<file path="src/rtl/alarm_timer64.sv">
module alarm_timer64 #(
  parameter int DIV_W = 16,
  parameter int AW    = 4
) (
  input  logic          clk,
  input  logic          rst_n,
  input  logic          wr_en,
  input  logic [AW-1:0] wr_addr,
  input  logic [31:0]   wr_data,
  input  logic [AW-1:0] rd_addr,
  output logic [31:0]   rd_data,
  input  logic          tick_xtal,
  input  logic          tick_bus,
  input  logic          peer_evt,
  output logic          irq_level,
  output logic          irq_edge
);
  localparam int PADW = 32 - DIV_W - 7;
  localparam logic [AW-1:0] A_CFG = 0, A_PLO = 1, A_PHI = 2, A_RLD = 3, A_SNP = 4,
    A_CLO = 5, A_CHI = 6, A_MLO = 7, A_MHI = 8, A_RAW = 9, A_ENA = 10, A_STS = 11, A_CLR = 12;

  logic [DIV_W-1:0] div_q, phase_q;
  logic en_q, up_q, arl_q, arm_q, lvl_q, edg_q, xtal_q;
  logic [63:0] cnt_q, pre_q, cmp_q, snap_q;
  logic snap_busy_q;
  logic [1:0] raw_q, ena_q;

  wire cfg_wr = wr_en && wr_addr == A_CFG;
  wire rld_wr = wr_en && wr_addr == A_RLD;
  wire clr_wr = wr_en && wr_addr == A_CLR;
  wire tick_sel = xtal_q ? tick_xtal : tick_bus;
  wire last_ph = phase_q == ((div_q == '0) ? {DIV_W{1'b1}} : div_q - 1'b1);
  wire step = en_q && tick_sel && last_ph;
  wire hit = arm_q && cnt_q == cmp_q;
  wire [1:0] sts = raw_q & ena_q;

  assign irq_level = lvl_q & sts[0];
  assign irq_edge  = edg_q & hit;

  always_ff @(posedge clk) begin
    if (!rst_n) begin
      div_q <= '0; phase_q <= '0;
      {en_q, up_q, arl_q, arm_q, lvl_q, edg_q, xtal_q} <= '0;
      cnt_q <= '0; pre_q <= '0; cmp_q <= '0; snap_q <= '0;
      snap_busy_q <= 1'b0; raw_q <= '0; ena_q <= '0;
    end else begin
      if (cfg_wr) phase_q <= '0;
      else if (en_q && tick_sel) phase_q <= last_ph ? '0 : phase_q + 1'b1;

      if (cfg_wr) begin
        div_q  <= wr_data[DIV_W-1:0];
        en_q   <= wr_data[DIV_W];
        up_q   <= wr_data[DIV_W+1];
        arl_q  <= wr_data[DIV_W+2];
        arm_q  <= wr_data[DIV_W+3];
        lvl_q  <= wr_data[DIV_W+4];
        edg_q  <= wr_data[DIV_W+5];
        xtal_q <= wr_data[DIV_W+6];
      end else if (hit) arm_q <= 1'b0;

      if (rld_wr) cnt_q <= pre_q;
      else if (hit && arl_q) cnt_q <= pre_q;
      else if (step) cnt_q <= up_q ? cnt_q + 64'd1 : cnt_q - 64'd1;

      if (wr_en && wr_addr == A_PLO) pre_q[31:0]  <= wr_data;
      if (wr_en && wr_addr == A_PHI) pre_q[63:32] <= wr_data;
      if (wr_en && wr_addr == A_MLO) cmp_q[31:0]  <= wr_data;
      if (wr_en && wr_addr == A_MHI) cmp_q[63:32] <= wr_data;
      if (wr_en && wr_addr == A_ENA) ena_q <= wr_data[1:0];

      if (snap_busy_q) begin
        snap_q <= cnt_q;
        snap_busy_q <= 1'b0;
      end else if (wr_en && wr_addr == A_SNP && wr_data[0]) snap_busy_q <= 1'b1;

      raw_q <= (raw_q & ~(clr_wr ? wr_data[1:0] : 2'b00)) | {peer_evt, hit};
    end
  end

  always_comb begin
    case (rd_addr)
      A_CFG:   rd_data = {{PADW{1'b0}}, xtal_q, edg_q, lvl_q, arm_q, arl_q, up_q, en_q, div_q};
      A_PLO:   rd_data = pre_q[31:0];
      A_PHI:   rd_data = pre_q[63:32];
      A_SNP:   rd_data = {31'd0, snap_busy_q};
      A_CLO:   rd_data = snap_q[31:0];
      A_CHI:   rd_data = snap_q[63:32];
      A_MLO:   rd_data = cmp_q[31:0];
      A_MHI:   rd_data = cmp_q[63:32];
      A_RAW:   rd_data = {30'd0, raw_q};
      A_ENA:   rd_data = {30'd0, ena_q};
      A_STS:   rd_data = {30'd0, sts};
      default: rd_data = '0;
    endcase
  end


  hold_when_stopped_chk: assert property (@(posedge clk) disable iff (!rst_n)
    !en_q && !rld_wr && !(hit && arl_q) |=> $stable(cnt_q));

  snap_one_cycle_chk: assert property (@(posedge clk) disable iff (!rst_n)
    snap_busy_q |=> !snap_busy_q && snap_q == $past(cnt_q));

  arm_self_clear_chk: assert property (@(posedge clk) disable iff (!rst_n)
    hit && !cfg_wr |=> !arm_q && raw_q[0]);

  auto_reload_chk: assert property (@(posedge clk) disable iff (!rst_n)
    hit && arl_q && !rld_wr |=> cnt_q == $past(pre_q));

  edge_single_chk: assert property (@(posedge clk) disable iff (!rst_n)
    irq_edge && !cfg_wr |=> !irq_edge);

  clear_raw_chk: assert property (@(posedge clk) disable iff (!rst_n)
    clr_wr && wr_data[0] && !hit |=> !raw_q[0]);
endmodule

</file>
<file path="config.mk">
export PLATFORM = sky130hd
export DESIGN_NAME = alarm_timer64
export DESIGN_NICKNAME = d
export VERILOG_FILES = /design/src/rtl/alarm_timer64.sv
export SDC_FILE = /design/constraint.sdc
export NUM_CORES = 1
export LEC_CHECK = 0
export ABC_CLOCK_PERIOD_IN_PS = 4300
export BUFFER_PORTS_ARGS = -buffer_cell sky130_fd_sc_hd__buf_2
export CORE_MARGIN = 2
export CORE_UTILIZATION = 30
export DETAILED_ROUTE_END_ITERATION = 16
export SETUP_SLACK_MARGIN = 0.2
export SLEW_MARGIN = 40
export SYNTH_ARGS = -nofsm -noshare
export SYNTH_HDL_FRONTEND = slang
export SYNTH_SLANG_ARGS = --single-unit
</file>
<file path="constraint.sdc">
create_clock -name clk -period 4.3 [get_ports clk]
set_input_delay 0.645 -clock clk [delete_from_list [all_inputs] [get_ports clk]]
set_output_delay 0.645 -clock clk [all_outputs]
set_load 0.02 [all_outputs]
</file>
==> load_flow_metrics.sql <==
INSERT INTO impl_metrics (metric_group, metric, value, unit) VALUES
('finish', 'seq_area', '0.00601', 'mm^2'),
('routing', 'top_layer', 'met4', ''),
('power', 'power.density_cell_area', '337', 'mW/mm^2'),
('place', 'dp_hpwl', '53000', 'um'),
('routing', 'drt_wl_total', '72000', 'um'),
('flow_run', 'drv_cap', '0', ''),
('critical_path', 'setup.worst_path.start_class', 'flip-flop', ''),
('finish', 'drive_above_1_share', '11.0', '%'),
('synthesis', 'synth.yosys.seq_area_share', '33.9', '%'),
('routing', 'detailedRoute.firstPassIterationCount', '6', ''),
('routing', 'first_iter_violations', '1972', ''),
('synthesis', 'async_reset_ff_share', '0', '%'),
('power', 'total_leakage_power', '7.62', 'nW'),
('routing', 'wl_per_cell', '23.3', 'um'),
('timing', 'finalSetupViolations', '0', ''),
('cts', 'clock_latency_on_the_worst_skew_pair', '0.54', 'ns'),
('synthesis', 'synth_warnings', '0', ''),
('timing', 'final.setup_skew', '0.0270', 'ns'),
('cts', 'clock_sinks', '300', ''),
('timing', 'timing_max_transition_violations_final', '0', ''),
('finish', 'final_net_count', '2407', ''),
('global_routing', 'first_global_vias', '16945', ''),
('routing', 'met3_length', '6060', 'um'),
('place', 'dpl-instance-area', '0.0193', 'mm^2'),
('place', 'gpl.final_weighted_congestion', '0.970', ''),
('critical_path', 'timing.critical_path.required', '3.65', 'ns'),
('critical_path', 'critPathKind', 'flip-flop to primary output', ''),
('floorplan', 'die_h', '247', 'um'),
('timing', 'timing.final.crit_period', '3.99', 'ns'),
('cts', 'cts-root-to-sink-buffers', '3', ''),
('global_routing', 'grt_first_pass_wirelength', '107000', 'um'),
('routing', 'wl_met2', '32100', 'um'),
('cts', 'clock_tree_from_tritoncts', 'done', ''),
('synthesis', 'synth_edf_count', '0', ''),
('timing', 'finalHoldViolCount', '0', ''),
('worst_hold_path', 'hp-class', 'input port to flip-flop', ''),
('timing', 'setup_tns', '0', 'ns'),
('finish', 'num_antenna_cells', '0', ''),
('global_routing', 'global_route.overflow_total', '0', ''),
('finish', 'finalInstanceArea', '0.0204', 'mm^2'),
('floorplan', 'die_area', '0.0610', 'mm^2'),
('floorplan', 'core_area', '0.0587', 'mm^2'),
('timing', 'max_freq', '0.250', 'GHz'),
('cts', 'numCtsBuffers', '35', ''),
('synthesis', 'synth_fp_nets', '2373', ''),
('critical_path', 'crit_path_end_kind', 'primary output', ''),
('cts', 'ctsRootBufferMaster', 'sky130_fd_sc_hd__clkbuf_16', ''),
('cts', 'postCtsSetupBuffers', '0', ''),
('synthesis', 'netlist_instances', '2259', ''),
('timing', 'grt_setup_unrepaired', 'yes', ''),
('outcome', 'status', 'complete, no violations', ''),
('critical_path', 'crit_fanout', '4', ''),
('global_routing', 'antenna_found_initial', '1', ''),
('finish', 'footprint_of_the_multi_input_gates', '0.0111', 'mm^2'),
('cts', 'cts.htree.levels', '2', ''),
('timing', 'worst-slew-pin-transition', '0.857', 'ns'),
('synthesis', 'yosys_most_used_dff', 'sky130_fd_sc_hd__dfxtp_1', ''),
('floorplan', 'initial_util', '30.2', '%'),
('synthesis', 'yosysUniqueCellTypes', '74', ''),
('critical_path', 'critical_path_arrival', '3.35', 'ns'),
('power', 'power.ir.vdd_worst', '274', 'uV'),
('floorplan', 'io_pins', '80', ''),
('finish', 'n_fill_cell', '6148', ''),
('synthesis', 'post_synth_instance_area', '0.0177', 'mm^2'),
('floorplan', 'rows', '89', ''),
('finish', 'mostFrequentLayoutCells', 'sky130_fd_sc_hd__nand2_1, sky130_fd_sc_hd__dfxtp_1, sky130_fd_sc_hd__a21oi_1', ''),
('routing', 'drc', '0', ''),
('routing', 'antenna_violating_nets_post_route', '0', ''),
('routing', 'viasPerCell', '5.74', ''),
('routing', 'vias', '17734', ''),
('synthesis', 'post_synth.cell_area_avg', '7.84', 'um^2'),
('synthesis', 'synth.ff_latch_count', '300', ''),
('finish', 'synth_to_layout_area_growth', '15.4', '%'),
('floorplan', 'die-width', '247', 'um'),
('routing', 'm1WireLength', '31000', 'um'),
('global_routing', 'grt_use_total', '23.1', '%'),
('timing', 'period_share', '92.8', '%'),
('finish', 'layout_commonest_cell', 'sky130_fd_sc_hd__nand2_1', ''),
('cts', 'clk_transition_reported_paths', '0.07', 'ns'),
('timing', 'relative_slew_slack', '42.9', '%'),
('place', 'number_of_i_o_port_buffers', '79', ''),
('global_routing', 'pin_count_of_the_biggest_net_entering_global_routing', '130', '');
state kept, by name, indices dropped and copies added, names as in the netlist:
register	flops
cmp_q	64
edg_q	1
ena_q	2
up_q	1
arm_q	1
en_q	1
raw_q	2
snap_q	64
pre_q	64
lvl_q	1
phase_q	16
xtal_q	1
div_q	16
arl_q	1
cnt_q	64
snap_busy_q	1
power breakdown:
group	leakage (nW)	switching [mW]	total, mW	internal, mW
combinational	4.67	0.684	1.10	0.414
sequential	2.42	0.0442	2.85	2.81
clock	0.535	1.24	2.93	1.69
total	7.62	1.97	6.88	4.91
worst max-delay path, stage by stage, from the launching register on:
cell and delay (ns):
sky130_fd_sc_hd__dfxtp_1 0.55, sky130_fd_sc_hd__inv_1 0.17, sky130_fd_sc_hd__o2bb2ai_1 0.18, sky130_fd_sc_hd__a221o_1 0.29, sky130_fd_sc_hd__a2111oi_0 0.40, sky130_fd_sc_hd__nand4_1 0.23
sky130_fd_sc_hd__nor4_1 0.34, sky130_fd_sc_hd__buf_4 0.26, sky130_fd_sc_hd__and2_1 0.20, sky130_fd_sc_hd__buf_2 0.18
cells in the mapped netlist, types with 4 or more instances:
| cell type | instances | area, um^2 |
|---|---|---|
| sky130_fd_sc_hd__o22ai_1 | 7 | 43.8 |
| sky130_fd_sc_hd__or3_1 | 9 | 56.3 |
| sky130_fd_sc_hd__a22oi_1 | 73 | 548 |
| sky130_fd_sc_hd__nand2_1 | 385 | 1450 |
| sky130_fd_sc_hd__o31ai_1 | 11 | 82.6 |
| sky130_fd_sc_hd__and3_1 | 19 | 119 |
| sky130_fd_sc_hd__or4_1 | 5 | 37.5 |
| sky130_fd_sc_hd__nand3_1 | 35 | 175 |
| sky130_fd_sc_hd__nand4_1 | 25 | 156 |
| sky130_fd_sc_hd__nor3b_1 | 6 | 45.0 |
| sky130_fd_sc_hd__a21o_1 | 30 | 225 |
| sky130_fd_sc_hd__mux2i_1 | 125 | 1250 |
| sky130_fd_sc_hd__inv_1 | 44 | 165 |
| sky130_fd_sc_hd__o211ai_1 | 8 | 60.1 |
| sky130_fd_sc_hd__and2_1 | 13 | 81.3 |
| sky130_fd_sc_hd__xnor2_1 | 66 | 578 |
| sky130_fd_sc_hd__dfxtp_1 | 300 | 6010 |
| sky130_fd_sc_hd__buf_2 | 5 | 25.0 |
| sky130_fd_sc_hd__clkbuf_1 | 137 | 514 |
| sky130_fd_sc_hd__a31oi_1 | 54 | 338 |
| sky130_fd_sc_hd__buf_6 | 4 | 45.0 |
| sky130_fd_sc_hd__xor2_1 | 64 | 561 |
| sky130_fd_sc_hd__nand3b_1 | 8 | 60.1 |
| sky130_fd_sc_hd__a211oi_1 | 33 | 248 |
| sky130_fd_sc_hd__o21a_1 | 5 | 37.5 |
| sky130_fd_sc_hd__ha_1 | 67 | 838 |
| sky130_fd_sc_hd__nor2b_1 | 10 | 62.6 |
| sky130_fd_sc_hd__a21oi_1 | 265 | 1330 |
| sky130_fd_sc_hd__nor3_1 | 17 | 85.1 |
| sky130_fd_sc_hd__mux2_2 | 9 | 101 |
| sky130_fd_sc_hd__and4_1 | 6 | 52.6 |
| sky130_fd_sc_hd__nor2_1 | 168 | 631 |
| sky130_fd_sc_hd__nand2b_1 | 19 | 119 |
| sky130_fd_sc_hd__o21bai_1 | 23 | 173 |
| sky130_fd_sc_hd__o21ai_0 | 96 | 480 |
| sky130_fd_sc_hd__a222oi_1 | 13 | 130 |
| sky130_fd_sc_hd__nor4_1 | 18 | 113 |
| sky130_fd_sc_hd__buf_1 | 7 | 26.3 |
metal layers:
metal	global-route usage [%]	vias to the layer above
met5	0	-
met4	9.04	0
met3	3.76	141
met2	36.5	823
met1	31.3	8627
li1	-	8143
path summary, 6_finish.rpt:
| path | from | to | slack [ns] | cells past startpoint |
|---|---|---|---|---|
| max | cnt_q[45]$_SDFFE_PN0P_ | irq_edge | 0.31 | 9 |
| min | peer_evt | raw_q[1]$_SDFF_PN0_ | 0.35 | 3 |
| max reg2reg | div_q[4]$_SDFFE_PN0P_ | cnt_q[21]$_SDFFE_PN0P_ | 0.41 | 11 |
| min reg2reg | pre_q[61]$_SDFFE_PN0P_ | pre_q[61]$_SDFFE_PN0P_ | 0.47 | 2 |
through the flow:
stage / total power, mW / worst slack [ns] / utilization (%) / hold slack (ns) / std cells
2_1_floorplan: 3.60 / 0.201 / - / 0.444 / 2259
3_3_place_gp: 3.98 / 0.499 / 32.9 / 0.455 / 3028
3_5_place_dp: 3.98 / 0.443 / 32.9 / 0.464 / 3029
4_1_cts: 6.88 / 0.417 / 34.8 / 0.334 / 3089
5_1_grt: 7.09 / 0.195 / 34.8 / 0.388 / 3089
6_report: 6.88 / 0.308 / 34.8 / 0.348 / 3089
what timing repair did:
| item | 4_1_cts | 5_1_grt |
|---|---|---|
| hold buffers | 0 | 0 |
| setup endpoints to repair | 0 | 22 |
| resized for setup | 0 | 3 |
logic make-up after synthesis:
family | share of synthesized area (%)
AND/OR/NAND/NOR | 19.1
AO/OA/AOI/OAI | 23.3
flip-flops | 33.9
buffers and inverters | 4.49
multiplexers | 7.76
XOR/XNOR | 6.56
adder cells (fa/ha/maj) | 4.85
layout make-up:
class                      count  area share [%]
sequential                   300            29.4
timing repair buffer         153            5.12
clock buffer                  51            4.92
multi-input combinational   1759            54.5
inverter                      44           0.863
clock inverter                 9           0.410
tap                          773            4.73
Power figures use the tool's default switching activity.
